$ cat config.mk
export PLATFORM = sky130hd
export DESIGN_NAME = mem_sig_sweep
export DESIGN_NICKNAME = d
export VERILOG_FILES = /design/src/rtl/mss_pkg.sv /design/src/rtl/mss_rom.sv /design/src/rtl/mss_sector_pick.sv /design/src/rtl/mss_misr_step.sv /design/src/rtl/mem_sig_sweep.sv
export SDC_FILE = /design/constraint.sdc
export NUM_CORES = 1
export LEC_CHECK = 0
export ABC_AREA = 1
export ABC_CLOCK_PERIOD_IN_PS = 7800
export BUFFER_PORTS_ARGS = -buffer_cell sky130_fd_sc_hd__buf_4
export CAP_MARGIN = 20
export CORE_MARGIN = 4
export CORE_UTILIZATION = 55
export CTS_CLUSTER_SIZE = 28
export DETAILED_ROUTE_END_ITERATION = 8
export PLACE_DENSITY = 0.8
export SETUP_SLACK_MARGIN = 0.5
export SLEW_MARGIN = 40
export SYNTH_ARGS = -nofsm -noshare
export SYNTH_HDL_FRONTEND = slang
export SYNTH_SLANG_ARGS = --single-unit
$ cat constraint.sdc
create_clock -name clk -period 7.8 [get_ports clk]
set_input_delay 1.17 -clock clk [delete_from_list [all_inputs] [get_ports clk]]
set_output_delay 1.17 -clock clk [all_outputs]
set_load 0.02 [all_outputs]
$ cat src/rtl/mss_pkg.sv
package mss_pkg;
    localparam int SIG_W   = 160;
    localparam int DATA_W  = 128;
    localparam int LOW_N   = 16;
    localparam int MID_N   = 16;
    localparam logic [31:0]      UNLOCK_KEY = 32'hF9F99999;
    localparam logic [SIG_W-1:0] FB_MASK    = SIG_W'(32'h0000_002D);

    typedef enum logic [1:0] {ST_IDLE, ST_RUN, ST_DONE} sweep_st_e;

    function automatic logic [SIG_W-1:0] rom_word(input logic [31:0] a);
        logic [31:0] d [4];
        for (int j = 0; j < 4; j++) begin
            d[j] = (a + 32'd1) * 32'h9E3779B1 + 32'(j) * 32'h7F4A7C15;
        end
        return {d[0] ^ d[1] ^ d[2] ^ d[3], d[3], d[2], d[1], d[0]};
    endfunction
endpackage

$ cat src/rtl/mss_rom.sv
module mss_rom #(
    parameter int AW = 8
) (
    input  logic                     clk,
    input  logic [AW-1:0]            addr,
    output logic [mss_pkg::SIG_W-1:0] q
);
    always_ff @(posedge clk) begin
        q <= mss_pkg::rom_word(32'(addr));
    end
endmodule

$ cat src/rtl/mss_sector_pick.sv
module mss_sector_pick #(
    parameter int NS = 42,
    parameter int SW = 6
) (
    input  logic [NS-1:0] mask,
    input  logic [SW-1:0] from,
    output logic          found,
    output logic [SW-1:0] idx
);
    always_comb begin
        found = 1'b0;
        idx   = '0;
        for (int i = NS - 1; i >= 0; i--) begin
            if (mask[i] && (i >= int'(from))) begin
                found = 1'b1;
                idx   = SW'(i);
            end
        end
    end
endmodule

$ cat src/rtl/mss_misr_step.sv
module mss_misr_step
    import mss_pkg::*;
(
    input  logic [SIG_W-1:0] sig,
    input  logic [SIG_W-1:0] word,
    output logic [SIG_W-1:0] nxt
);
    always_comb begin
        nxt = {sig[SIG_W-2:0], 1'b0} ^ word;
        if (sig[SIG_W-1]) begin
            nxt = nxt ^ FB_MASK;
        end
    end
endmodule

$ cat src/rtl/mem_sig_sweep.sv
module mem_sig_sweep
    import mss_pkg::*;
#(
    parameter int SECT_WORDS = 4,
    parameter int HIGH_N     = 10,
    localparam int NSECT     = LOW_N + MID_N + HIGH_N,
    localparam int SW        = $clog2(NSECT),
    localparam int OW        = $clog2(SECT_WORDS),
    localparam int AW        = SW + OW
) (
    input  logic              clk,
    input  logic              rst_n,
    input  logic              reg_wr,
    input  logic [2:0]        reg_addr,
    input  logic [31:0]       reg_wdata,
    output logic [31:0]       reg_rdata,
    input  logic              host_req,
    input  logic [AW-1:0]     host_addr,
    output logic              host_rvalid,
    output logic              host_err,
    output logic [DATA_W-1:0] host_rdata
);
    typedef struct packed {
        sweep_st_e         st;
        logic              unl;
        logic              seq;
        logic              aie;
        logic              seq_run;
        logic [31:0]       lm;
        logic [HIGH_N-1:0] hi;
        logic [SIG_W-1:0]  sig;
        logic [SW-1:0]     sect;
        logic              have;
        logic [OW-1:0]     off;
        logic              rdv;
        logic              rsp_v;
        logic              rsp_e;
    } state_t;

    state_t q, d;

    logic              run_w, done_w, unl_w;
    logic [SIG_W-1:0]  sig_w;
    logic [SIG_W-1:0]  rom_q, fold_w;
    logic [OW-1:0]     off_rev, off_eff;
    logic [AW-1:0]     rom_addr;
    logic [SW-1:0]     pick_from, pick_idx;
    logic              pick_found;

    assign run_w  = (q.st == ST_RUN);
    assign done_w = (q.st == ST_DONE);
    assign unl_w  = q.unl;
    assign sig_w  = q.sig;

    for (genvar b = 0; b < OW; b++) begin : g_rev
        assign off_rev[b] = q.off[OW-1-b];
    end

    assign off_eff   = q.seq_run ? off_rev : q.off;
    assign rom_addr  = run_w ? {q.sect, off_eff} : host_addr;
    assign pick_from = run_w ? q.sect + SW'(1) : '0;

    mss_rom #(.AW(AW)) u_rom (
        .clk  (clk),
        .addr (rom_addr),
        .q    (rom_q)
    );

    mss_sector_pick #(.NS(NSECT), .SW(SW)) u_pick (
        .mask  ({q.hi, q.lm}),
        .from  (pick_from),
        .found (pick_found),
        .idx   (pick_idx)
    );

    mss_misr_step u_misr (
        .sig  (q.sig),
        .word (rom_q),
        .nxt  (fold_w)
    );

    always_comb begin
        d       = q;
        d.rsp_v = host_req;
        d.rsp_e = host_req && run_w;

        if (run_w) begin
            if (q.rdv) begin
                d.sig = fold_w;
            end
            d.rdv = q.have;
            if (q.have) begin
                d.off = q.off + OW'(1);
                if (q.off == OW'(SECT_WORDS - 1)) begin
                    d.off  = '0;
                    d.sect = pick_idx;
                    d.have = pick_found;
                end
            end else if (!q.rdv) begin
                d.st = ST_DONE;
            end
        end

        if (reg_wr) begin
            case (reg_addr)
                3'd0: begin
                    if (reg_wdata == UNLOCK_KEY) begin
                        d.unl = 1'b1;
                    end else if (q.unl) begin
                        d.seq = reg_wdata[2];
                        d.aie = reg_wdata[1];
                        if (reg_wdata[1] && !q.aie && q.st == ST_IDLE) begin
                            d.st      = ST_RUN;
                            d.seq_run = reg_wdata[2];
                            d.sect    = pick_idx;
                            d.have    = pick_found;
                            d.off     = '0;
                            d.rdv     = 1'b0;
                        end else if (!reg_wdata[1]) begin
                            d.st   = ST_IDLE;
                            d.have = 1'b0;
                            d.rdv  = 1'b0;
                        end
                    end
                end
                3'd1: if (!run_w) d.lm = reg_wdata;
                3'd2: if (!run_w) d.hi = reg_wdata[HIGH_N-1:0];
                default: begin
                    if (!run_w) begin
                        for (int k = 0; k < 5; k++) begin
                            if (reg_addr == 3'(k + 3)) begin
                                d.sig[32*k +: 32] = reg_wdata;
                            end
                        end
                    end
                end
            endcase
        end
    end

    always_ff @(posedge clk) begin
        if (!rst_n) begin
            q <= '0;
        end else begin
            q <= d;
        end
    end

    always_comb begin
        reg_rdata = '0;
        case (reg_addr)
            3'd0:    reg_rdata = {q.unl, 28'd0, q.seq, q.aie, done_w};
            3'd1:    reg_rdata = q.lm;
            3'd2:    reg_rdata = 32'(q.hi);
            3'd3:    reg_rdata = q.sig[31:0];
            3'd4:    reg_rdata = q.sig[63:32];
            3'd5:    reg_rdata = q.sig[95:64];
            3'd6:    reg_rdata = q.sig[127:96];
            default: reg_rdata = q.sig[159:128];
        endcase
    end

    assign host_rvalid = q.rsp_v;
    assign host_err    = q.rsp_v && q.rsp_e;
    assign host_rdata  = (q.rsp_v && !q.rsp_e) ? rom_q[DATA_W-1:0] : '0;
endmodule

==> flow_summary_export.csv <==
group,metric,value,unit
outcome,outcome,"finished clean",
layout,layout.cells.most_common,"nand2_1",
floorplan,std_cell_rows,73,
critical_path,cp_slowest_cell,"fa_1",
place,gp_congestion,1.05,
sta,rsz0062_at_grt,"yes",
layout,fillers,3406,
clocking,clock_sinks,375,
sta,fmax,0.140,GHz
grt,grt.total_usage,34.0,%
clocking,worstSkewPairLatency,0.54,ns
synthesis,synthesis.nets,3232,
synthesis,ys.warnings.count,0,
sta,hold_violations,0,
routing,routed_wirelength,79600,um
pwr,leakage,12.5,nW
floorplan,die_area,0.0444,mm^2
floorplan,fp.coreArea,0.0402,mm^2
job,drv_cap,0,
synthesis,synth-edff-count,0,
place,hpwl,60200,um
synthesis,synthFlopType,"dfxtp_1",
layout,final_util,66.5,%
place,io_buffers,208,
clocking,root_buffer,"clkbuf_16",
floorplan,die_height,211,um
grt,grt_pass1_wl,119000,um
sta,layout_min_cycle_time,7.14,ns
sta,maxSlewHeadroom,37.0,%
pwr,worst_ir_drop_vdd,0.619,mV
sta,slew_violations,0,
critical_path,crit_family,"adder cells",
critical_path,start_kind,"input pin",
critical_path,crit_buf_inv,10,
pwr,power,15.0,mW
synthesis,synth.distinct_cells,63,
place,dp.cells,3707,
layout,final_cell_mix,"nand2_1, inv_1, dfxtp_1",
grt,grt_pass1_vias,20600,
layout,diodes,0,
routing,viasPerCell,5.79,
critical_path,worstSetupPathType,"input pin to register",
critical_path,cpPeakStageDelay,0.52,ns
min_path,hold_class,"register to register",
routing,drt-initial-drc-count,2857,
clocking,cts.reportedPaths.clkPinSlew,0.06,ns
synthesis,async_flop_share,0,%
grt,grt-ovfl-total,0,
place,post_dp_cell_area,0.0249,mm^2
grt,antenna_found_initial,1,
layout,nets,3438,
floorplan,pin_count,209,
synthesis,syn_inst,3049,
clocking,htree_levels,2,
critical_path,worstPathArrival,7.60,ns
synthesis,yosysSeqAreaShare,33.2,%
routing,num_vias,22100,
synthesis,avgSynthCellArea,7.41,um^2
layout,area_delta_synth_final,18.3,%
sta,finalSetupTns,0,ns
sta,post-route-period-util,91.5,%
clocking,cts_buffer_depth,3,
critical_path,critPathCaptureType,"register",
sta,finalClockSkew,0.0198,ns
routing,detail-route-antenna-nets,0,
synthesis,syn_area,0.0226,mm^2
routing,wire_per_inst,20.9,um
pwr,p_per_area,563,mW/mm^2
critical_path,critPathMaxFanout,8,
clocking,numCtsBuffers,40,
clocking,cts_tree,"built",
floorplan,start_util,56.2,%
sta,setup_viol,0,
synthesis,ys_ff_latch,375,
floorplan,die_w,211,um
routing,first_pass_iters,9,
critical_path,cp.required,8.26,ns
layout,drive_gt1_share,16.9,%
layout,fin_area,0.0267,mm^2
routing,drcViolationCount,0,
grt,grt_max_degree,115,
layout,final_cells,3810,
sta,tightestPinTransition,0.939,ns
==> logic make-up (layout without fill, tap and decap cells) <==
family	Yosys count	count (layout)	share of synthesized area, %
XOR/XNOR	264	264	10.8
adder cells (fa/ha/maj)	136	136	9.89
AND/OR/NAND/NOR	1086	1086	19.8
flip-flops	375	375	33.2
AO/OA/AOI/OAI	631	631	16.8
buffers and inverters	557	793	9.45
==> tightest hold or removal path, stage by stage (launching register included) <==
cell,delay (ns)
dfxtp_1,0.30
inv_1,0.06
a21oi_1,0.05
==> worst paths after layout <==
path | start | to | slack (ns) | depth (start not counted)
min reg2reg | q[216]$_SDFFE_PN0P_ | q[216]$_SDFFE_PN0P_ | 0.46 | 2
min | q[216]$_SDFFE_PN0P_ | q[216]$_SDFFE_PN0P_ | 0.46 | 2
max reg2reg | q[219]$_SDFF_PN0_ | u_rom.q[156]$_DFF_P_ | 0.74 | 44
max | host_addr[1] | u_rom.q[156]$_DFF_P_ | 0.66 | 41
==> cells in the mapped netlist, types with 26 or more instances <==
library cell | count | area (um^2)
inv_2 | 26 | 97.6
nand3_1 | 67 | 335
inv_1 | 388 | 1460
o21ai_0 | 275 | 1380
a21oi_1 | 84 | 420
nand2_1 | 649 | 2440
a31oi_1 | 154 | 963
ha_1 | 65 | 813
xor2_1 | 231 | 2020
a221oi_1 | 34 | 298
fa_1 | 71 | 1420
clkbuf_1 | 120 | 450
dfxtp_1 | 375 | 7510
nor2_1 | 271 | 1020
==> registers in the layout (all words and copies together) (netlist names) <==
name         count
sig_w          160
u_rom.q        155
q               56
off_rev          2
host_rvalid      1
unl_w            1
==> metrics by stage <==
stage | hold slack [ns] | setup slack [ns]
4_1_cts | 0.467 | 0.520
6_report | 0.461 | 0.665
3_5_place_dp | 0.457 | 0.0276
3_3_place_gp | 0.451 | 0.200
5_1_grt | 0.501 | 0.346
2_1_floorplan | 0.430 | 0.508
==> report_power, final <==
part / internal, mW / leakage, nW / switching (mW)
Combinational: 3.78 / 8.82 / 6.16
Clock: 1.12 / 0.630 / 0.820
Sequential: 2.61 / 3.09 / 0.547
==> layer usage <==
| metal | vias to the layer above | wire length, um | global-route usage (%) |
|---|---|---|---|
| li1 | 10200 | - | - |
| met1 | 10400 | 32100 | 47.5 |
| met2 | 1228 | 35500 | 53.7 |
| met3 | 195 | 9170 | 7.03 |
| met4 | 0 | 2860 | 10.1 |
| met5 | - | 0 | 0 |
==> what timing repair did <==
| action | CTS | global route |
|---|---|---|
| setup buffers | 0 | 31 |
| endpoints found under the setup margin | 10 | 34 |
| pin swaps | 1 | 37 |
| hold buffers | 0 | 0 |
| gates resized for setup | 4 | 43 |
| gates cloned | 0 | 0 |
==> final cells by class <==
class / instances / area, um^2 / area share, %
Clock buffer: 50 / 1110 / 4.15
Clock inverter: 22 / 219 / 0.819
Inverter: 425 / 1630 / 6.10
Timing Repair Buffer: 296 / 2260 / 8.46
Tap cell: 525 / 657 / 2.46
Sequential cell: 375 / 7510 / 28.1
Multi-Input combinational cell: 2117 / 13300 / 49.9
Note: power is estimated with default switching activity, not from simulation.
